<file path="src/rtl/uart_rxq_pkg.sv">
package uart_rxq_pkg;

    typedef struct packed {
        logic       brk;
        logic       fe;
        logic       pe;
        logic [7:0] data;
    } rxq_entry_t;

    typedef struct packed {
        logic       rts_en;
        logic       irq_full;
        logic       blk_err;
        logic [1:0] par_mode;
        logic       par_type;
        logic [1:0] char_bits;
    } mr1_t;

    localparam int MR2_TXRTS_BIT = 5;

endpackage

</file>
<file path="src/rtl/rxq_fifo.sv">
module rxq_fifo
    import uart_rxq_pkg::*;
#(
    parameter int DEPTH = 4
) (
    input  logic       clk,
    input  logic       rst_n,
    input  logic       push,
    input  logic       pop,
    input  rxq_entry_t wr_entry,
    output rxq_entry_t head,
    output rxq_entry_t nxt_head,
    output logic       empty,
    output logic       full,
    output logic       drop,
    output logic       arrive
);
    localparam int AW = $clog2(DEPTH);
    localparam int CW = $clog2(DEPTH + 1);

    typedef struct packed {
        rxq_entry_t [DEPTH-1:0] mem;
        logic [AW-1:0]          rd;
        logic [AW-1:0]          wr;
        logic [CW-1:0]          cnt;
    } fifo_st_t;

    fifo_st_t st_d, st_q;
    logic pop_ok, acc_ok;

    function automatic logic [AW-1:0] wrap_inc(input logic [AW-1:0] p);
        return (p == AW'(DEPTH - 1)) ? '0 : p + 1'b1;
    endfunction

    always_comb begin
        st_d   = st_q;
        pop_ok = pop && (st_q.cnt != '0);
        acc_ok = push && ((st_q.cnt != CW'(DEPTH)) || pop_ok);
        if (acc_ok) begin
            st_d.mem[st_q.wr] = wr_entry;
            st_d.wr           = wrap_inc(st_q.wr);
        end
        if (pop_ok) begin
            st_d.rd = wrap_inc(st_q.rd);
        end
        st_d.cnt = st_q.cnt + CW'(acc_ok) - CW'(pop_ok);

        head     = st_q.mem[st_q.rd];
        nxt_head = (pop_ok && (st_q.cnt > CW'(1))) ? st_q.mem[wrap_inc(st_q.rd)] : wr_entry;
        empty    = (st_q.cnt == '0);
        full     = (st_q.cnt == CW'(DEPTH));
        drop     = push && !acc_ok;
        arrive   = (acc_ok && (st_q.cnt == '0)) ||
                   (pop_ok && ((st_q.cnt > CW'(1)) || acc_ok));
    end

    always_ff @(posedge clk) begin
        if (!rst_n) st_q <= '0;
        else        st_q <= st_d;
    end
endmodule

</file>
<file path="src/rtl/rxq_status.sv">
module rxq_status (
    input  logic       clk,
    input  logic       rst_n,
    input  logic       blk_mode,
    input  logic       clr,
    input  logic       arrive,
    input  logic [2:0] nxt_flags,
    input  logic [2:0] head_flags,
    input  logic       nonempty,
    input  logic       drop,
    output logic [2:0] flags,
    output logic       ovr
);
    typedef struct packed {
        logic [2:0] acc;
        logic       ovr;
    } stat_st_t;

    stat_st_t st_d, st_q;

    always_comb begin
        st_d = st_q;
        if (clr) begin
            st_d.acc = '0;
            st_d.ovr = 1'b0;
        end else begin
            if (arrive) st_d.acc = st_q.acc | nxt_flags;
            if (drop)   st_d.ovr = 1'b1;
        end
        flags = blk_mode ? st_q.acc : (nonempty ? head_flags : 3'b000);
        ovr   = st_q.ovr;
    end

    always_ff @(posedge clk) begin
        if (!rst_n) st_q <= '0;
        else        st_q <= st_d;
    end
endmodule

</file>
<file path="src/rtl/rxq_flow.sv">
module rxq_flow (
    input  logic clk,
    input  logic rst_n,
    input  logic ctl_on,
    input  logic irq_full,
    input  logic start,
    input  logic full,
    input  logic empty,
    output logic rts,
    output logic req
);
    typedef struct packed {
        logic rts;
    } flow_st_t;

    flow_st_t st_d, st_q;

    always_comb begin
        st_d = st_q;
        if (!ctl_on)            st_d.rts = 1'b1;
        else if (start && full) st_d.rts = 1'b0;
        else if (!full)         st_d.rts = 1'b1;
        rts = st_q.rts;
        req = irq_full ? full : !empty;
    end

    always_ff @(posedge clk) begin
        if (!rst_n) st_q <= '{rts: 1'b1};
        else        st_q <= st_d;
    end
endmodule

</file>
<file path="src/rtl/rxq_modes.sv">
module rxq_modes
    import uart_rxq_pkg::*;
(
    input  logic       clk,
    input  logic       rst_n,
    input  logic       rd,
    input  logic       wr,
    input  logic [7:0] wdata,
    input  logic       rst_ptr,
    output logic [7:0] rdata,
    output logic       ptr,
    output logic       rts_en,
    output logic       irq_full,
    output logic       blk_err,
    output logic       tx_rts_en
);
    typedef struct packed {
        logic       ptr;
        mr1_t       mr1;
        logic [7:0] mr2;
    } mode_st_t;

    mode_st_t st_d, st_q;

    always_comb begin
        st_d = st_q;
        if (wr) begin
            if (!st_q.ptr) st_d.mr1 = mr1_t'(wdata);
            else           st_d.mr2 = wdata;
        end
        if ((rd || wr) && !st_q.ptr) st_d.ptr = 1'b1;
        if (rst_ptr)                 st_d.ptr = 1'b0;

        rdata     = st_q.ptr ? st_q.mr2 : st_q.mr1;
        ptr       = st_q.ptr;
        rts_en    = st_q.mr1.rts_en;
        irq_full  = st_q.mr1.irq_full;
        blk_err   = st_q.mr1.blk_err;
        tx_rts_en = st_q.mr2[MR2_TXRTS_BIT];
    end

    always_ff @(posedge clk) begin
        if (!rst_n) st_q <= '0;
        else        st_q <= st_d;
    end
endmodule

</file>
<file path="src/rtl/uart_rxq_ctrl.sv">
module uart_rxq_ctrl
    import uart_rxq_pkg::*;
#(
    parameter int DEPTH = 4
) (
    input  logic       clk,
    input  logic       rst_n,
    input  logic       rx_push,
    input  logic [7:0] rx_data,
    input  logic       rx_brk,
    input  logic       rx_fe,
    input  logic       rx_pe,
    input  logic       rx_start,
    input  logic       pop,
    input  logic       mr_rd,
    input  logic       mr_wr,
    input  logic [7:0] mr_wdata,
    input  logic       cmd_rst_ptr,
    input  logic       cmd_rst_err,
    output logic [7:0] mr_rdata,
    output logic [7:0] head_data,
    output logic       rx_ready,
    output logic       fifo_full,
    output logic       st_brk,
    output logic       st_fe,
    output logic       st_pe,
    output logic       st_ovr,
    output logic       rts_o,
    output logic       rx_req
);
    rxq_entry_t in_entry, head, nxt_head;
    logic       q_empty, q_full, q_drop, q_arrive;
    logic       mr_ptr, rts_en, irq_full, blk_err, tx_rts_en, rts_ctl_on;
    logic [2:0] flags;

    assign in_entry   = '{brk: rx_brk, fe: rx_fe, pe: rx_pe, data: rx_data};
    assign rts_ctl_on = rts_en && !tx_rts_en;

    rxq_modes u_modes (
        .clk(clk), .rst_n(rst_n), .rd(mr_rd), .wr(mr_wr), .wdata(mr_wdata),
        .rst_ptr(cmd_rst_ptr), .rdata(mr_rdata), .ptr(mr_ptr), .rts_en(rts_en),
        .irq_full(irq_full), .blk_err(blk_err), .tx_rts_en(tx_rts_en)
    );

    rxq_fifo #(.DEPTH(DEPTH)) u_fifo (
        .clk(clk), .rst_n(rst_n), .push(rx_push), .pop(pop), .wr_entry(in_entry),
        .head(head), .nxt_head(nxt_head), .empty(q_empty), .full(q_full),
        .drop(q_drop), .arrive(q_arrive)
    );

    rxq_status u_status (
        .clk(clk), .rst_n(rst_n), .blk_mode(blk_err), .clr(cmd_rst_err),
        .arrive(q_arrive), .nxt_flags({nxt_head.brk, nxt_head.fe, nxt_head.pe}),
        .head_flags({head.brk, head.fe, head.pe}), .nonempty(!q_empty),
        .drop(q_drop), .flags(flags), .ovr(st_ovr)
    );

    rxq_flow u_flow (
        .clk(clk), .rst_n(rst_n), .ctl_on(rts_ctl_on), .irq_full(irq_full),
        .start(rx_start), .full(q_full), .empty(q_empty), .rts(rts_o), .req(rx_req)
    );

    assign head_data = head.data;
    assign rx_ready  = !q_empty;
    assign fifo_full = q_full;
    assign {st_brk, st_fe, st_pe} = flags;
endmodule

</file>
<file path="config.mk">
export PLATFORM = sky130hd
export DESIGN_NAME = uart_rxq_ctrl
export DESIGN_NICKNAME = d
export VERILOG_FILES = /design/src/rtl/uart_rxq_pkg.sv /design/src/rtl/rxq_fifo.sv /design/src/rtl/rxq_status.sv /design/src/rtl/rxq_flow.sv /design/src/rtl/rxq_modes.sv /design/src/rtl/uart_rxq_ctrl.sv
export SDC_FILE = /design/constraint.sdc
export NUM_CORES = 1
export LEC_CHECK = 0
export ABC_CLOCK_PERIOD_IN_PS = 2500
export BUFFER_PORTS_ARGS = -buffer_cell sky130_fd_sc_hd__buf_2
export CORE_ASPECT_RATIO = 0.6
export CORE_MARGIN = 2
export CORE_UTILIZATION = 57
export DETAILED_ROUTE_END_ITERATION = 6
export PLACE_DENSITY_LB_ADDON = 0.15
export SKIP_LAST_GASP = 1
export SLEW_MARGIN = 20
export SYNTH_ARGS = -nofsm -noshare
export SYNTH_HDL_FRONTEND = slang
export SYNTH_SLANG_ARGS = --single-unit
</file>
<file path="constraint.sdc">
create_clock -name clk -period 2.5 [get_ports clk]
set_input_delay 0.125 -clock clk [delete_from_list [all_inputs] [get_ports clk]]
set_output_delay 0.125 -clock clk [all_outputs]
set_load 0.01 [all_outputs]
</file>
# ---- Yosys cells after proc, flatten, opt, wreduce, memory -nomap -nowiden
# Index checks and enable logic that the tools add are counted.
dict set report word_totals {
  word_cells 88
  ramBits 0
  output_inout_bits 24
  mem_bits_ro 0
  latchBits 0
  reg_bits 73
  n_memories 0
}
dict set report op_classes {
  eq_ne 5
  bitwise_logic 3
  order_cmp 5
  n_addsub 4
  muxes 16
  reduce_logical 25
  shift 0
  multipliers 0
  n_div 0
}
# cell count
set op_table {}
lappend op_table {{binary-select mux 11 bit (select 2 bit)} 2}
lappend op_table {{bitwise mux 44 bit} 1}
lappend op_table {{2-to-1 mux 11 bit} 4}
lappend op_table {{demux 11 bit (select 2 bit)} 1}
lappend op_table {{logical AND 1 bit} 10}
lappend op_table {{less-than comparator 2 x 3 -> 1 bit, second input constant} 3}
lappend op_table {{2-to-1 mux 8 bit} 1}
lappend op_table {{2-to-1 mux 3 bit} 2}
lappend op_table {{AND reduction 2 bit} 3}
lappend op_table {{adder 2 x 1 -> 2 bit, second input constant} 2}
lappend op_table {{== test 2 bit, second input constant} 2}
lappend op_table {{logical NOT 1 bit} 4}
lappend op_table {{logical OR 1 bit} 4}
lappend op_table {{2-to-1 mux 2 bit} 2}
lappend op_table {{OR reduction 2 bit} 2}
lappend op_table {{adder 3 x 1 -> 3 bit} 1}
lappend op_table {{== test 3 bit, second input constant} 1}
lappend op_table {{> comparator 3 x 1 -> 1 bit, second input constant} 1}
lappend op_table {{logical NOT 3 bit} 1}
lappend op_table {{2-to-1 mux 1 bit} 3}
lappend op_table {{inequality test 3 bit, second input constant} 1}
lappend op_table {{bitwise OR 3 bit} 1}
lappend op_table {{nonzero test 3 bit} 1}
lappend op_table {{subtractor 3 x 1 -> 3 bit} 1}
lappend op_table {{3 further kinds} 4}

# ---- Logic depth before layout (Yosys ltp)
dict set report depth {
  depth_word 7
  mapped_depth 8
  depth_no_buf 8
}

# ---- Cells and area by module
# Synthesis repeated with hierarchy kept, for this count alone.
dict set report hier_totals {
  hier_cells 437
  hier_area_um2 4031.4
}
# mod cells_each area_each_um2 seq_area_each_um2 n_inst
set modules_own_cells {}
lappend modules_own_cells {rxq_fifo 333 3041.7 1021.0 1}
lappend modules_own_cells {rxq_modes 75 759.5 340.3 1}
lappend modules_own_cells {rxq_status 22 165.2 80.1 1}
lappend modules_own_cells {rxq_flow 5 47.5 20.0 1}
lappend modules_own_cells {uart_rxq_ctrl 2 17.5 0.0 1}

# ---- Least setup slack after synthesis
# No wires, ideal clock.
dict set report synth_timing {
  kind {register to register}
  start {register u_fifo.st_q[1] (netlist bit)}
  end {register u_fifo.st_q[2] (netlist bit)}
  path_buffers 0
  path_stages_with_launch 9
  t_required_ns 2.385
  t_arrival_ns 2.087
  slack_ns 0.298
  path_cell_list {dfxtp_1 > nor3_1 > nor2_1 > ha_1 > inv_1 > ha_1 > fa_1 > xnor2_1 > and2_1}
}
dict set report synth_between {
  elab_chain_cells 6
  elab_cells_between_ends 7
  classes_between {add/sub (2); eq/ne (1); reduce/logical (4)}
}
# element line_no
set synth_lines {}
lappend synth_lines {{start: declaration} rxq_fifo.sv:28} ;# fifo_st_t st_d, st_q;
lappend synth_lines {{start signal: assignment} rxq_fifo.sv:59} ;# else st_q <= st_d;
lappend synth_lines {{nonzero test 3 bit (*)} rxq_fifo.sv:37} ;# pop_ok = pop && (st_q.cnt != '0);
lappend synth_lines {{logical AND 1 bit (*)} rxq_fifo.sv:37}
lappend synth_lines {{net u_fifo.pop_ok} rxq_fifo.sv:29} ;# logic pop_ok, acc_ok;
lappend synth_lines {{logical OR 1 bit} rxq_fifo.sv:38} ;# acc_ok = push && ((st_q.cnt != CW'(DEPTH)) || pop_ok);
lappend synth_lines {{logical AND 1 bit} rxq_fifo.sv:38}
lappend synth_lines {{adder 3 x 1 -> 3 bit} rxq_fifo.sv:46} ;# st_d.cnt = st_q.cnt + CW'(acc_ok) - CW'(pop_ok);
lappend synth_lines {{subtractor 3 x 1 -> 3 bit (*)} rxq_fifo.sv:46}
# The timed path passes the listed nets; every way through them passes the cells marked *.
# A chain may end at the register's enable or synchronous reset.

# ---- Worst setup path after layout
dict set report layout_timing {
  start {register u_fifo.st_q[0] (netlist bit)}
  end {register u_fifo.st_q[2] (netlist bit)}
}
# Same word-level chain as after synthesis.

==> impl_metrics.csv <==
group,metric,value,unit
outcome,status,"complete, no violations",
clock_tree,clkSinkCount,73,
grt,antenna_found_initial,0,
timing,slew_headroom,0.5395,
cells_and_area,area_growth,16.76,%
routing,vias_per_cell,5.679,
power,p_sw,0.9817,mW
floorplan,initial_core_util,0.5811,
yosys,syn_nets,418,
yosys,ys_warn_count,0,
setup_path,path_max_fanout,5,
cells_and_area,diodes,0,
placed_design,port_buffers,51,
yosys,ys.flop_type,"dfxtp_1",
power,intPower,2.350,mW
placed_design,place_ws,393.3,ps
grt,busiest_layer,"met1",
power,combPwrFrac,0.256,
yosys,netlist_instances,380,
yosys,yosysUniqueCellTypes,35,
floorplan,chipHeight,64.59,um
setup_path,required,2740,ps
clock_tree,cts_setup_buffers,0,
timing,finalCritPeriodShare,0.8492,
floorplan,core-area,6001,um2
setup_path,r2r_start,"u_fifo.st_q[0]$_SDFF_PN0_",
power,p_sw_frac,0.2947,
cells_and_area,layout_common_cells,"nand2_1, dfxtp_1, nand3_1",
floorplan,die_x,105.0,um
grt,grtUsageTotal,0.2660,
clock_tree,h-tree-depth,3,
setup_path,worstSetupEndpointType,"flip-flop",
yosys,synth_edf_count,0,
power,p_total,3.332,mW
grt,use_met1,0.3883,
cells_and_area,design_area,4071,um2
grt,use_met3,0.08451,
floorplan,io_pins,52,
clock_tree,clock_latency,350,ps
clock_tree,clk_pin_slew,70,ps
cells_and_area,final_nets,466,
setup_path,criticalPathCategory,"reg2reg",
timing,finalWorstPathRequiredPeriod,2123,ps
hold_path,hold_path_depth,3,
timing,setup_violations,0,
timing,fin_setup_tns,0,ps
hold_path,worstHoldStart,"mr_wdata[4]",
yosys,async_flop_share,0,
yosys,syn_area,3487,um2
grt,first_global_vias,2749,
timing,tightest_slew,689.8,ps
routing,wirelength,8277,um
grt,grt_overflow,0,
cells_and_area,fillers,525,
hold_path,holdPathEnd,"u_modes.st_q[12]$_SDFFE_PN0P_",
placed_design,gp_congestion,0.8571,
cells_and_area,final_common_cell,"nand2_1",
grt,grt_pass1_wl,13850,um
grt,grt_max_degree,49,
power,vdd_drop_max,487.4,uV
hold_path,hold_path.class,"in2reg",
power,power_leakage,1.570,nW
routing,final_antenna_net_count,0,
routing,dr.first_iter.drc_count,211,
setup_path,r2r_setup_slack,380,ps
setup_path,start_kind,"flip-flop",
clock_tree,tritoncts,"built",
placed_design,place_area,3807,um2
placed_design,hpwl,5565,um
routing,firstDrtPassIters,4,
power,pwr-share-seq,0.399,
yosys,ys_ff_latch,73,
routing,num_vias,2936,
timing,rsz0062_at_grt,"no",
setup_path,crit_arrival,2360,ps
yosys,avgSynthCellArea,9.177,um2
timing,fmax,471.0,MHz
setup_path,ff2ff_path_depth,8,
job,maxCapViolations,0,
cells_and_area,drive_above_1_share,0.2379,
timing,final-max-slew-violation-count,0,
clock_tree,cts_buffers,9,
floorplan,core.rowCount,22,
routing,drc,0,
timing,hold_violations,0,
power,clock_power_share,0.346,
timing,fin_worst_skew,13.77,ps
grt,met2_usage,0.3856,
yosys,ys_seq_area_frac,0.4191,
clock_tree,cts_buffer_depth,2,
floorplan,dieArea,6780,um2
timing,layout_setup_ws,377.0,ps
clock_tree,clockRootBuffer,"clkbuf_8",
power,powerDensity,818.3,nW/um2
setup_path,r2r-end,"u_fifo.st_q[2]$_SDFF_PN0_",
routing,wl_per_cell,16.01,um
==> power by group through the flow <==
stage	registers, mW	logic, mW	clock network (mW)
floorplan	1.33	0.599	0
global placement	1.35	0.836	0
detailed placement	1.35	0.850	0
CTS	1.33	0.853	1.17
global route	1.34	0.940	1.23
finish	1.33	0.852	1.15
==> what timing repair did <==
action,CTS,global route
gates resized for setup,0,0
hold buffers,1,0
setup endpoints to repair,0,0
endpoints found under the hold margin,1,0
==> kinds of logic (layout without fill, tap and decap cells) <==
family / Yosys count / count (layout) / share of synthesized area
XOR/XNOR: 1 / 1 / 0.002512
flip-flops: 73 / 73 / 0.4191
AO/OA/AOI/OAI: 77 / 77 / 0.1636
adder cells (fa/ha/maj): 10 / 10 / 0.03803
multiplexers: 24 / 24 / 0.1220
buffers and inverters: 40 / 93 / 0.05131
AND/OR/NAND/NOR: 155 / 155 / 0.2034
==> flip-flops by register name, indices dropped and copies added, names as in the netlist <==
signal and flops:
u_modes.tx_rts_en 1, u_flow.rts 1, u_fifo.st_q 51, u_modes.rts_en 1, u_status.st_q 3, u_modes.ptr 1
u_modes.blk_err 1, u_status.ovr 1, u_modes.st_q 12, u_modes.irq_full 1
==> worst max-delay path, cell delays in order, from the launching register on <==
cell	delay (ps)
dfxtp_1	360
nor3_1	260
nor2_1	160
ha_1	320
inv_1	50
ha_1	200
fa_1	410
xnor2_1	130
and2_1	140
==> per-stage QoR <==
stage               std cells  hold slack, ps    util
floorplan                 380           201.1       -
global placement          500           285.6  0.6345
detailed placement        500           288.4  0.6345
CTS                       517           27.10  0.6785
global route              517           34.20  0.6785
finish                    517           39.49  0.6785
==> layer usage <==
layer / up-vias / routed length, um
met5: - / 0
met4: 0 / 69
met3: 8 / 789
met2: 105 / 3486
met1: 1401 / 3932
li1: 1422 / -
==> cell type report <==
cell class | count | area, um2 | area share
Clock buffer | 12 | 155.1 | 0.03811
Clock inverter | 4 | 98.84 | 0.02428
Inverter | 13 | 48.80 | 0.01199
Multi-Input combinational cell | 267 | 1847 | 0.4536
Sequential cell | 73 | 1461 | 0.3589
Tap cell | 84 | 105.1 | 0.02581
Timing Repair Buffer | 64 | 355.3 | 0.08728
==> worst max path at each step <==
stage,from,endpoint,depth (start not counted)
after detailed placement,u_fifo.st_q[0]$_SDFF_PN0_,u_fifo.st_q[2]$_SDFF_PN0_,8
after floorplan,u_fifo.st_q[1]$_SDFF_PN0_,u_fifo.st_q[2]$_SDFF_PN0_,8
final,u_fifo.st_q[0]$_SDFF_PN0_,u_fifo.st_q[2]$_SDFF_PN0_,8
after global routing,u_fifo.st_q[1]$_SDFF_PN0_,u_fifo.st_q[2]$_SDFF_PN0_,8
after CTS,u_fifo.st_q[1]$_SDFF_PN0_,u_fifo.st_q[2]$_SDFF_PN0_,8
after global placement,u_fifo.st_q[1]$_SDFF_PN0_,u_fifo.st_q[2]$_SDFF_PN0_,7
==> cells in the mapped netlist, drive strengths merged (2+ instances only) <==
cell | count | area (um2)
nand2 | 75 | 289.0
dfxtp | 73 | 1461
a21boi | 62 | 465.4
nand3 | 57 | 285.3
buf | 15 | 85.09
mux4 | 14 | 315.3
inv | 13 | 48.79
clkbuf | 12 | 45.04
ha | 9 | 112.6
mux2 | 8 | 90.09
a211oi | 5 | 37.54
nor2 | 5 | 18.77
nor3 | 4 | 20.02
a22o | 3 | 26.28
and2 | 3 | 18.77
nand2b | 3 | 18.77
nor2b | 3 | 18.77
mux2i | 2 | 20.02
o21ai | 2 | 10.01
o22ai | 2 | 12.51
or3 | 2 | 12.51
Note: power is estimated with default switching activity, not from simulation.
